$ cat src/rtl/atc_pkg.sv
package atc_pkg;

    localparam int VA_W     = 32;
    localparam int PG_SHIFT = 12;

    // descriptor bit positions
    localparam int D_RES = 0;
    localparam int D_WP  = 2;
    localparam int D_MOD = 4;
    localparam int D_CM0 = 5;
    localparam int D_CM1 = 6;
    localparam int D_SUP = 7;
    localparam int D_GLB = 10;

    // status bit positions
    localparam int S_RES = 0;
    localparam int S_TT  = 1;
    localparam int S_INV = 11;

    // control register bit positions
    localparam int C_EN  = 15;
    localparam int C_BIG = 14;

    typedef struct packed {
        logic [VA_W-1:0] ofs;
        logic            glob;
        logic            tt;
        logic            modf;
        logic            wp;
        logic            vd;
        logic            vi;
    } atc_attr_t;

    function automatic logic [VA_W-1:0] frame_mask(input logic big);
        if (big)
            return ~((VA_W'(1) << (PG_SHIFT + 1)) - VA_W'(1));
        return ~((VA_W'(1) << PG_SHIFT) - VA_W'(1));
    endfunction

    function automatic logic [VA_W-1:0] status_keep();
        logic [VA_W-1:0] m;
        m = frame_mask(1'b0);
        m[D_GLB] = 1'b1;
        m[D_SUP] = 1'b1;
        m[D_CM1] = 1'b1;
        m[D_CM0] = 1'b1;
        m[D_MOD] = 1'b1;
        m[D_WP]  = 1'b1;
        return m;
    endfunction

endpackage

$ cat src/rtl/atc_refill_fmt.sv
module atc_refill_fmt
    import atc_pkg::*;
(
    input  logic [VA_W-1:0] addr,
    input  logic            super_m,
    input  logic            data_m,
    input  logic            xlate_en,
    input  logic            big_page,
    input  logic            tt_hit,
    input  logic            tt_wp,
    input  logic            tt_both,
    input  logic [VA_W-1:0] desc,
    output atc_attr_t       attr,
    output logic [VA_W-1:0] status
);

    logic [VA_W-1:0] fmask;
    logic            desc_ok;

    assign fmask   = frame_mask(big_page);
    assign desc_ok = desc[D_RES] && !(!super_m && desc[D_SUP]);

    always_comb begin
        attr   = '0;
        status = '0;
        if (tt_hit) begin
            attr.tt   = 1'b1;
            attr.vd   = data_m || tt_both;
            attr.vi   = !data_m || tt_both;
            attr.glob = 1'b1;
            attr.modf = 1'b1;
            attr.wp   = tt_wp;
            status[S_TT]  = 1'b1;
            status[S_RES] = 1'b1;
        end else if (!xlate_en) begin
            attr.vd   = 1'b1;
            attr.vi   = 1'b1;
            attr.glob = 1'b1;
            attr.modf = 1'b1;
            status[S_RES] = 1'b1;
        end else if (desc_ok) begin
            attr.vd   = 1'b1;
            attr.vi   = 1'b1;
            attr.ofs  = (desc & fmask) - (addr & fmask);
            attr.glob = desc[D_GLB];
            attr.modf = desc[D_MOD];
            attr.wp   = desc[D_WP];
            status        = desc & status_keep();
            status[S_RES] = 1'b1;
        end else begin
            status[S_INV] = 1'b1;
        end
    end

endmodule

$ cat src/rtl/atc_bank.sv
module atc_bank
    import atc_pkg::*;
#(
    parameter int IDX_W = 4,
    parameter int TAG_W = 16
) (
    input  logic             clk,
    input  logic             rst,
    input  logic             clr_all,
    input  logic             clr_glob,
    input  logic             one_en,
    input  logic             one_pair,
    input  logic [IDX_W-1:0] one_idx,
    input  logic             wr_en,
    input  logic [IDX_W-1:0] wr_idx,
    input  logic [TAG_W-1:0] wr_tag,
    input  atc_attr_t        wr_attr,
    input  logic [IDX_W-1:0] rd_idx,
    output logic             rd_used,
    output logic [TAG_W-1:0] rd_tag,
    output atc_attr_t        rd_attr
);

    localparam int DEPTH = 1 << IDX_W;

    logic [DEPTH-1:0] used_q;
    logic [DEPTH-1:0] sel_v;
    logic [DEPTH-1:0] clr_v;
    logic [TAG_W-1:0] tag_q  [DEPTH];
    atc_attr_t        attr_q [DEPTH];
    logic [IDX_W-1:0] pair_idx;

    assign pair_idx = one_idx ^ IDX_W'(1);

    always_comb begin
        for (int i = 0; i < DEPTH; i++) begin
            sel_v[i] = clr_all ||
                       (one_en && ((one_idx == IDX_W'(i)) ||
                                   (one_pair && (pair_idx == IDX_W'(i)))));
            clr_v[i] = sel_v[i] && (clr_glob || !attr_q[i].glob);
        end
    end

    always_ff @(posedge clk) begin
        if (rst) begin
            used_q <= '0;
        end else begin
            for (int i = 0; i < DEPTH; i++) begin
                if (clr_v[i])
                    used_q[i] <= 1'b0;
                else if (wr_en && (wr_idx == IDX_W'(i)))
                    used_q[i] <= 1'b1;
            end
        end
    end

    always_ff @(posedge clk) begin
        if (wr_en) begin
            tag_q[wr_idx]  <= wr_tag;
            attr_q[wr_idx] <= wr_attr;
        end
    end

    assign rd_used = used_q[rd_idx];
    assign rd_tag  = tag_q[rd_idx];
    assign rd_attr = attr_q[rd_idx];

endmodule

$ cat src/rtl/atc_hit_eval.sv
module atc_hit_eval
    import atc_pkg::*;
#(
    parameter int TAG_W = 16
) (
    input  logic             used,
    input  logic [TAG_W-1:0] tag,
    input  atc_attr_t        attr,
    input  logic [TAG_W-1:0] lk_tag,
    input  logic [VA_W-1:0]  lk_addr,
    input  logic             lk_data,
    input  logic             lk_write,
    output logic             hit,
    output logic             fault,
    output logic [VA_W-1:0]  paddr
);

    logic match;
    logic type_ok;

    assign match   = used && (tag == lk_tag);
    assign type_ok = lk_data ? attr.vd : attr.vi;
    assign fault   = match && (!type_ok || (lk_write && attr.wp));
    assign hit     = match && !fault && !(lk_write && !attr.modf);
    assign paddr   = attr.tt ? lk_addr : (lk_addr + attr.ofs);

endmodule

$ cat src/rtl/atc_xlate_cache.sv
module atc_xlate_cache
    import atc_pkg::*;
#(
    parameter int IDX_W = 4
) (
    input  logic             clk,
    input  logic             rst,
    input  logic             ctl_wr,
    input  logic [15:0]      ctl_wdata,
    output logic [15:0]      ctl_value,
    input  logic             lk_valid,
    input  logic [VA_W-1:0]  lk_addr,
    input  logic             lk_super,
    input  logic             lk_data,
    input  logic             lk_write,
    output logic             rsp_valid,
    output logic             rsp_hit,
    output logic             rsp_fault,
    output logic [VA_W-1:0]  rsp_paddr,
    input  logic             rf_valid,
    input  logic [VA_W-1:0]  rf_addr,
    input  logic             rf_super,
    input  logic             rf_data,
    input  logic [VA_W-1:0]  rf_desc,
    input  logic             rf_tt_hit,
    input  logic             rf_tt_wp,
    input  logic             rf_tt_both,
    input  logic             rf_test,
    output logic [VA_W-1:0]  tst_status,
    input  logic             fl_one,
    input  logic             fl_all,
    input  logic [IDX_W-1:0] fl_idx,
    input  logic             fl_super,
    input  logic             fl_global
);

    localparam int TAG_W  = VA_W - PG_SHIFT - IDX_W;
    localparam int NBANKS = 2;

    logic [15:0]      ctl_q;
    logic             xlate_en;
    logic             big_page;
    atc_attr_t        rf_attr;
    logic [VA_W-1:0]  rf_status;
    logic [IDX_W-1:0] lk_idx;
    logic [IDX_W-1:0] rf_idx;
    logic [TAG_W-1:0] lk_tag;
    logic [TAG_W-1:0] rf_tag;

    logic             b_used [NBANKS];
    logic [TAG_W-1:0] b_tag  [NBANKS];
    atc_attr_t        b_attr [NBANKS];

    logic             hit_c;
    logic             fault_c;
    logic [VA_W-1:0]  paddr_c;

    assign xlate_en  = ctl_q[C_EN];
    assign big_page  = ctl_q[C_BIG];
    assign ctl_value = ctl_q;

    assign lk_idx = lk_addr[PG_SHIFT +: IDX_W];
    assign lk_tag = lk_addr[VA_W-1 -: TAG_W];
    assign rf_idx = rf_addr[PG_SHIFT +: IDX_W];
    assign rf_tag = rf_addr[VA_W-1 -: TAG_W];

    always_ff @(posedge clk) begin
        if (rst)
            ctl_q <= '0;
        else if (ctl_wr)
            ctl_q <= ctl_wdata;
    end

    atc_refill_fmt u_fmt (
        .addr     (rf_addr),
        .super_m  (rf_super),
        .data_m   (rf_data),
        .xlate_en (xlate_en),
        .big_page (big_page),
        .tt_hit   (rf_tt_hit),
        .tt_wp    (rf_tt_wp),
        .tt_both  (rf_tt_both),
        .desc     (rf_desc),
        .attr     (rf_attr),
        .status   (rf_status)
    );

    for (genvar b = 0; b < NBANKS; b++) begin : g_bank
        atc_bank #(
            .IDX_W (IDX_W),
            .TAG_W (TAG_W)
        ) u_bank (
            .clk      (clk),
            .rst      (rst),
            .clr_all  (fl_all || ctl_wr),
            .clr_glob (fl_global || ctl_wr),
            .one_en   (fl_one && (fl_super == b[0])),
            .one_pair (big_page),
            .one_idx  (fl_idx),
            .wr_en    (rf_valid && (rf_super == b[0])),
            .wr_idx   (rf_idx),
            .wr_tag   (rf_tag),
            .wr_attr  (rf_attr),
            .rd_idx   (lk_idx),
            .rd_used  (b_used[b]),
            .rd_tag   (b_tag[b]),
            .rd_attr  (b_attr[b])
        );
    end

    atc_hit_eval #(
        .TAG_W (TAG_W)
    ) u_eval (
        .used     (b_used[lk_super]),
        .tag      (b_tag[lk_super]),
        .attr     (b_attr[lk_super]),
        .lk_tag   (lk_tag),
        .lk_addr  (lk_addr),
        .lk_data  (lk_data),
        .lk_write (lk_write),
        .hit      (hit_c),
        .fault    (fault_c),
        .paddr    (paddr_c)
    );

    always_ff @(posedge clk) begin
        if (rst) begin
            rsp_valid  <= 1'b0;
            rsp_hit    <= 1'b0;
            rsp_fault  <= 1'b0;
            rsp_paddr  <= '0;
            tst_status <= '0;
        end else begin
            rsp_valid <= lk_valid;
            rsp_hit   <= lk_valid && hit_c;
            rsp_fault <= lk_valid && fault_c;
            rsp_paddr <= paddr_c;
            if (rf_valid && rf_test)
                tst_status <= rf_status;
        end
    end

endmodule

$ cat config.mk
export PLATFORM = sky130hd
export DESIGN_NAME = atc_xlate_cache
export DESIGN_NICKNAME = d
export VERILOG_FILES = /design/src/rtl/atc_pkg.sv /design/src/rtl/atc_refill_fmt.sv /design/src/rtl/atc_bank.sv /design/src/rtl/atc_hit_eval.sv /design/src/rtl/atc_xlate_cache.sv
export SDC_FILE = /design/constraint.sdc
export NUM_CORES = 1
export LEC_CHECK = 0
export BUFFER_PORTS_ARGS = -buffer_cell sky130_fd_sc_hd__buf_2
export CORE_MARGIN = 2
export CORE_UTILIZATION = 60
export CTS_BUF_LIST = sky130_fd_sc_hd__clkbuf_8
export DETAILED_ROUTE_END_ITERATION = 16
export PLACE_DENSITY = 0.75
export SYNTH_ARGS = -nofsm -noshare
export SYNTH_HDL_FRONTEND = slang
export SYNTH_HIERARCHICAL = 1
export SYNTH_SLANG_ARGS = --single-unit
export TNS_END_PERCENT = 100
$ cat constraint.sdc
create_clock -name clk -period 13.4 [get_ports clk]
set_input_delay 2.01 -clock clk [delete_from_list [all_inputs] [get_ports clk]]
set_output_delay 2.01 -clock clk [all_outputs]
set_load 0.05 [all_outputs]
==> summary.md, run 1 <==
| Metric | Value |
|---|---|
| Syn_area_per_cell | 19.5 µm² |
| Grt ovf | 0 |
| Final WL | roughly 180 mm |
| Clk_lat worst skew | 990 ps |
| Die width | 355 µm |
| Num CTS Buffers | between 300 and 400 |
| Share of cells above drive strength 1 | 0.277 |
| I/O pins | 217 |
| GR Util All Layers | 0.295 |
| H-tree depth | 5 |
| IO Port Bufs | 199 |
| Number of gates resized after CTS | 0 |
| Hold crit path type | register to register |
| P_leak | around 26 nW |
| DRC viols | 0 |
| Crit path capture type | register |
| Vias per cell | 6.58 |
| Antenna Nets Post-Route | 0 |
| RSZ-0062 raised after global routing | no |
| Initial cell density of the core | 0.606 |
| Worst Setup Slack, final | 6430 ps |
| Worst-Margin Slew | 1190 ps |
| Final GP Congestion | roughly 0.88 |
| Hold WS | approximately 490 ps |
| Hold buffers post-CTS | 0 |
| Largest net degree at the start of global routing | roughly 160 |
| Fmax | approximately 140 MHz |
| Power Dens Cells | 143 nW/µm² |
| Arrival time worst endpoint | 7800 ps |
| Max FO, Critical Path | around 160 |
| MaxCap Viol Count | 0 |
| CTS tree | done |
| CTS Sinks | 1,843 |
| Cell Area, Synth | around 74,000 µm² |
| Initial antenna violation count | 13 |
| Vias in the first global route | 39,200 |
| Clock skew | 59.3 ps |
| Setup slack at placement | 5610 ps |
| Setup Crit Path Kind | input port to register |
| DR vias | roughly 40,000 |
| Root buf cell | clkbuf_8 |
| Core area | 122,000 µm² |
| Status | finished clean |
| Final Max Slew Viols | 0 |
| FF/Latch Area | 54,200 µm² |
| Post-DP HPWL | 105 mm |
| Fill count | ~7,700 |
| Synth Warn # | 6 |
| Final Setup Violations | 0 |
| Fin Setup TNS | 0 ps |
| Startpoint type of the worst setup path | input port |
| Peak supply drop | roughly 140 µV |
| Hold Vio Cnt, Final | 0 |
| Synth Instances | 3,796 |
| Row count | 128 |
| Area grow syn2layout | 11.1% |
| Die ar. | 126,000 µm² |
| DIE HEIGHT | 355 µm |
| Clock tree buffer depth | 4 |
| First-pass detailed-route iteration total | 6 |
| DR WL/cell | 30.7 µm |
| Period utilization | 0.520 |
| Final nets | around 4,400 |
| Reg clk slew, reported paths | 60 ps |
| First-pass GRT wire length | around 260 mm |
| 1st-iter DRT viols | between 5,000 and 6,000 |
| Post-CTS Setup Bufs | 0 |
| Required time of the critical path | roughly 14,000 ps |
| Slew HR | 0.202 |
| Multi-input gate area | 18,800 µm² |
| Min Tclk post-route | 6970 ps |
[critical path: stages]
cell and delay (ps):
buf_8 660, buf_12 690, buf_12 580, mux4_2 410, a22oi_1 230, nand2_1 90, mux2_4 270, ha_1 210
a21oi_1 380, o21ai_1 220, a221oi_2 380, nand3_1 110, o2bb2ai_1 220, mux2i_1 750, xnor2_1 120, nor2b_1 160
[placed cells by master (no fill, tap or decap), types with 46 or more instances in the layout]
cell and instances:
a21oi_1 92, a22oi_1 216, inv_1 130, clkinv_1 67
dfxtp_1 115, nor2_1 55, buf_4 86, mux4_2 432
nand2_1 182, mux2_4 49, nand3_1 52, buf_2 195
clkbuf_8 322, ha_1 50, nand2b_1 48, nor2b_1 46
edfxtp_1 1728
[layout make-up]
| class | instances | share of cell area |
|---|---|---|
| antenna | 3 | 0.0000912 |
| clock buffer | 322 | 0.0539 |
| clock inverter | 190 | 0.0112 |
| inverter | 40 | 0.00182 |
| multi-input combinational | 1696 | 0.229 |
| sequential | 1843 | 0.659 |
| tap | 1625 | 0.0247 |
| timing repair buffer | 287 | 0.0210 |
[through the flow]
step           instance area (µm²)  total power [mW]   util  cells
3_3_place_gp                 76900              7.40  0.629   5491
4_1_cts                      82300              11.8  0.673   6003
3_5_place_dp                 76900              7.42  0.629   5491
6_report                     82300              11.7  0.673   6006
5_1_grt                      82300              12.1  0.673   6005
2_1_floorplan                74100              7.13      -   3810
[where the power goes]
group	internal, mW	total (mW)	switching, mW
Clock	2.32	4.41	2.10
Sequential	6.35	6.38	0.0311
Combinational	0.335	0.940	0.606
Total	9.00	11.7	2.74
[registers in the layout, indices dropped and copies added, names as in the netlist]
name and flops:
rsp_valid 1, tst_status 32, rsp_paddr 32, ctl_value 16, g_bank.u_bank/attr_q 1216, rsp_hit 1
rsp_fault 1, g_bank.u_bank/used_q 32, g_bank.u_bank/tag_q 512
[path summary, 6_finish.rpt]
path	from	end	slack [ps]	cells after the start
worst max-delay path	lk_addr[13]	rsp_paddr[31]$_SDFF_PP0_	6430	16
worst min-delay path	ctl_value[2]$_SDFFE_PP0P_	ctl_value[2]$_SDFFE_PP0P_	490	2
worst max register to register	g_bank[1].u_bank/attr_q[11][10]$_DFFE_PP_	rsp_paddr[31]$_SDFF_PP0_	8670	13
worst min register to register	ctl_value[2]$_SDFFE_PP0P_	ctl_value[2]$_SDFFE_PP0P_	490	2
[per-layer routing]
metal / up-vias / GRT usage / wire, µm
li1: 16400 / - / -
met3: 369 / 0.0717 / 21500
met4: 2 / 0.0977 / 5220
met2: 2421 / 0.454 / 87200
met5: - / 0 / 13
met1: 20400 / 0.420 / 70600
(Power assumes the default switching activity.)
==> inputs of run 2 (changes only) <==
- CORE_UTILIZATION: 60 -> 59
- PLACE_DENSITY: 0.75 -> 0.77
- clock period: 13.4 -> 6 ns (I/O delays scaled with it)
==> run 2 against run 1 <==
Effect of this change:
- non-clock buffer count up 59
- design area up 1.1%
- total power up 130%
- global-route usage up 1.3 points
- first-iteration DRC count up 4.1%
- final cell count up 1.5%
- worst setup slack worse by 5100 ps
- hold slack worse by 330 ps
- critical path depth down 1
- sequential share of layout area down 0.71 points
- combinational power up 130%
- register-to-register slack worse by 7200 ps
- critical path type unchanged
- largest cell class unchanged
==> summary.md, run 2 (synthesized netlist as in run 1, its figures left out) <==
| Metric | Value |
|---|---|
| Setup Crit Path Kind | input port to register (unchanged) |
| Biggest register | g_bank.u_bank/attr_q (unchanged) |
| Max reg flops | 1,216 (unchanged) |
| R2R Path End | rsp_paddr[31]$_SDFF_PP0_ (unchanged) |
| Delay-heaviest family, CP | multiplexers (was buffers and inverters) |
| Die ar. | 128,000 µm² (was 126,000 µm²) |
| Largest net degree at the start of global routing | 116 (was 162) |
| Crit path cell chain | buf_8 -> buf_4 -> mux4_2 -> a22oi_1 -> nand2_1 -> mux2_4 -> ha_1 -> nand2_1 -> nor3_1 -> o21ai_0 -> a21oi_1 -> o2bb2ai_1 -> mux2i_1 -> xnor2_1 -> nor2b_1 (was buf_8 -> buf_12 -> buf_12 -> mux4_2 -> a22oi_1 -> nand2_1 -> mux2_4 -> ha_1 -> a21oi_1 -> o21ai_1 -> a221oi_2 -> nand3_1 -> o2bb2ai_1 -> mux2i_1 -> xnor2_1 -> nor2b_1) |
| Grt ovf | 0 (unchanged) |
| Antenna Nets Post-Route | 0 (unchanged) |
| CP max-delay cell | mux4_2 (was mux2i_1) |
| Fin Setup TNS | 0 ps (unchanged) |
| Clock tree buffer depth | 4 (unchanged) |
| Hold Vio Cnt, Final | 0 (unchanged) |
| Fin util | 0.665 (was 0.673) |
| IO Port Bufs | 199 (unchanged) |
| WP depth | 15 (was 16) |
| Number of gates resized after CTS | 0 (unchanged) |
| Final GP Congestion | 0.928 (was 0.884) |
| Final nets | 4,417 (was 4,357) |
| Required time of the critical path | 6920 ps (was 14,230 ps) |
| H-tree depth | 5 (unchanged) |
| Vias in the first global route | 40,200 (was 39,200) |
| Core area | 125,000 µm² (was 122,000 µm²) |
| Most frequent CP cell | nand2_1 (was buf_12) |
| First-pass detailed-route iteration total | 6 (unchanged) |
| Reg2Reg Depth | 13 (unchanged) |
| Clk_lat worst skew | 1020 ps (was 990 ps) |
| Final Setup Violations | 0 (unchanged) |
| Final WL | 195 mm (was 185 mm) |
| Fmax | about 210 MHz |
| CTS tree | done (unchanged) |
| Initial cell density of the core | 0.592 (was 0.606) |
| Final Max Slew Viols | 0 (unchanged) |
| Largest stage delay, worst path | 550 ps (was 750 ps) |
| Root buf cell | clkbuf_8 (unchanged) |
| GR Util All Layers | 0.307 (was 0.295) |
| DRC viols | 0 (unchanged) |
| R2r setup slk | 1500 ps (was 8670 ps) |
| 1st-iter DRT viols | 5,853 (was 5,624) |
| Buf/Inv on CP | 2 (was 3) |
| Status | finished clean (unchanged) |
| Post-Place Cell Area | 77,800 µm² (was 76,900 µm²) |
| Row count | 130 (was 128) |
| Min Tclk post-route | 4670 ps |
| Max FO, Critical Path | 33 (was 161) |
| First-pass GRT wire length | 276 mm (was 263 mm) |
| Design Area, Final | 83,200 µm² (was 82,300 µm²) |
| Vias per cell | 6.66 (was 6.58) |
| Initial antenna violation count | 11 (was 13) |
| Hold buffers post-CTS | 0 (unchanged) |
| P_leak | 26.6 nW (was 26.2 nW) |
| Arrival time worst endpoint | 5590 ps (was 7800 ps) |
| RSZ-0062 raised after global routing | no (unchanged) |
| Startpoint type of the worst setup path | input port (unchanged) |
| Share of cells above drive strength 1 | 0.290 (was 0.277) |
| DIE HEIGHT | 358 µm (was 355 µm) |
| Post-CTS Setup Bufs | 0 (unchanged) |
| Num CTS Buffers | 304 (was 303) |
| I/O pins | 217 (unchanged) |
| Crit path capture type | register (unchanged) |
| Most frequent cells in the layout | edfxtp_1, mux4_2, clkbuf_8 (unchanged) |
| DR WL/cell | 31.9 µm (was 30.7 µm) |
| CTS Sinks | 1,843 (unchanged) |
| Worst setup endpoint | rsp_paddr[31]$_SDFF_PP0_ (unchanged) |
| Overall power | 26.4 mW (was 11.7 mW) |
| Die width | 358 µm (was 355 µm) |
| R2r startpoint | g_bank[1].u_bank/attr_q[8][7]$_DFFE_PP_ (was g_bank[1].u_bank/attr_q[11][10]$_DFFE_PP_) |
| Largest registers | g_bank.u_bank/attr_q: 1216 flops, g_bank.u_bank/tag_q: 512 flops (unchanged) |
| MaxCap Viol Count | 0 (unchanged) |
| Peak supply drop | 248 µV (was 141 µV) |
| Post-DP HPWL | 111 mm (was 105 mm) |
| Hold crit path type | input port to register (was register to register) |
| Period utilization | 0.779 |
| Worst min-delay path startpoint | ctl_wdata[1] (was ctl_value[2]$_SDFFE_PP0P_) |
| Slew HR | 0.188 (was 0.202) |
| Power Dens Cells | 318 nW/µm² (was 143 nW/µm²) |
| DR vias | 40,600 (was 39,500) |
| Reg clk slew, reported paths | 60 ps (about the same) |
| Worst-Margin Slew | 1220 ps (was 1190 ps) |
| Clock skew | 68.8 ps (was 59.3 ps) |
| Crit path from | lk_addr[12] (was lk_addr[13]) |
| Area grow syn2layout | 12.3% (was 11.1%) |
| Most common cell after layout, fill and taps aside | edfxtp_1 (unchanged) |
-- run 2: cell count changes in the layout (fill, tap and decap cells not counted), moves of 2 or more --
| cell | before | now |
|---|---|---|
| buf_12 | 4 | 33 |
| buf_4 | 86 | 117 |
| clkbuf_8 | 322 | 327 |
| clkinv_1 | 67 | 48 |
| clkinv_2 | 21 | 30 |
| inv_1 | 130 | 139 |
| nor2_1 | 55 | 53 |
| nor2_2 | 2 | 4 |
-- run 2: layout make-up --
| class | count | area [µm²] |
|---|---|---|
| Inverter | 40 | 150 |
| Clock inverter | 189 | 905 |
| Clock buffer | 327 | 4500 |
| Fill cell | 7917 | 41900 |
| Timing Repair Buffer | 346 | 2540 |
| Tap cell | 1650 | 2060 |
| Antenna cell | 4 | 10.0 |
| Sequential cell | 1843 | 54200 |
| Multi-Input combinational cell | 1696 | 18800 |
-- run 2: worst min-delay path by stage --
stage                                                   end  cells past startpoint
finish                            ctl_value[1]$_SDFFE_PP0P_                      3
global route                     ctl_value[15]$_SDFFE_PP0P_                      3
CTS                               ctl_value[2]$_SDFFE_PP0P_                      3
detailed placement               ctl_value[12]$_SDFFE_PP0P_                      2
global placement                  ctl_value[3]$_SDFFE_PP0P_                      2
floorplan           g_bank[0].u_bank/used_q[2]$_SDFFE_PP0P_                      2
-- run 2: metrics by stage --
step	setup slack, ps	cells	hold WS, ps
floorplan	123	3810	491
global placement	336	5575	466
detailed placement	295	5575	478
CTS	1380	6091	61.4
global route	1060	6093	100
finish	1330	6095	154
-- run 2: routing by layer --
metal  up-vias  wire, µm  GRT usage
met5         -        30          0
met2      2957     90100      0.465
li1      16500         -          -
met4         6      5850     0.0997
met3       397     27400     0.0903
met1     20800     71200      0.436
-- run 2: power breakdown --
group,switching [mW],total (mW),internal (mW)
clock,4.78,9.98,5.20
combinational,1.39,2.18,0.784
sequential,0.0707,14.3,14.2
-- run 2: worst min-delay path, delay by kind of cell --
family | cells | cell delay (ps)
AND/OR/NAND/NOR | 1 | 70
buffers and inverters | 1 | 80
multiplexers | 1 | 50
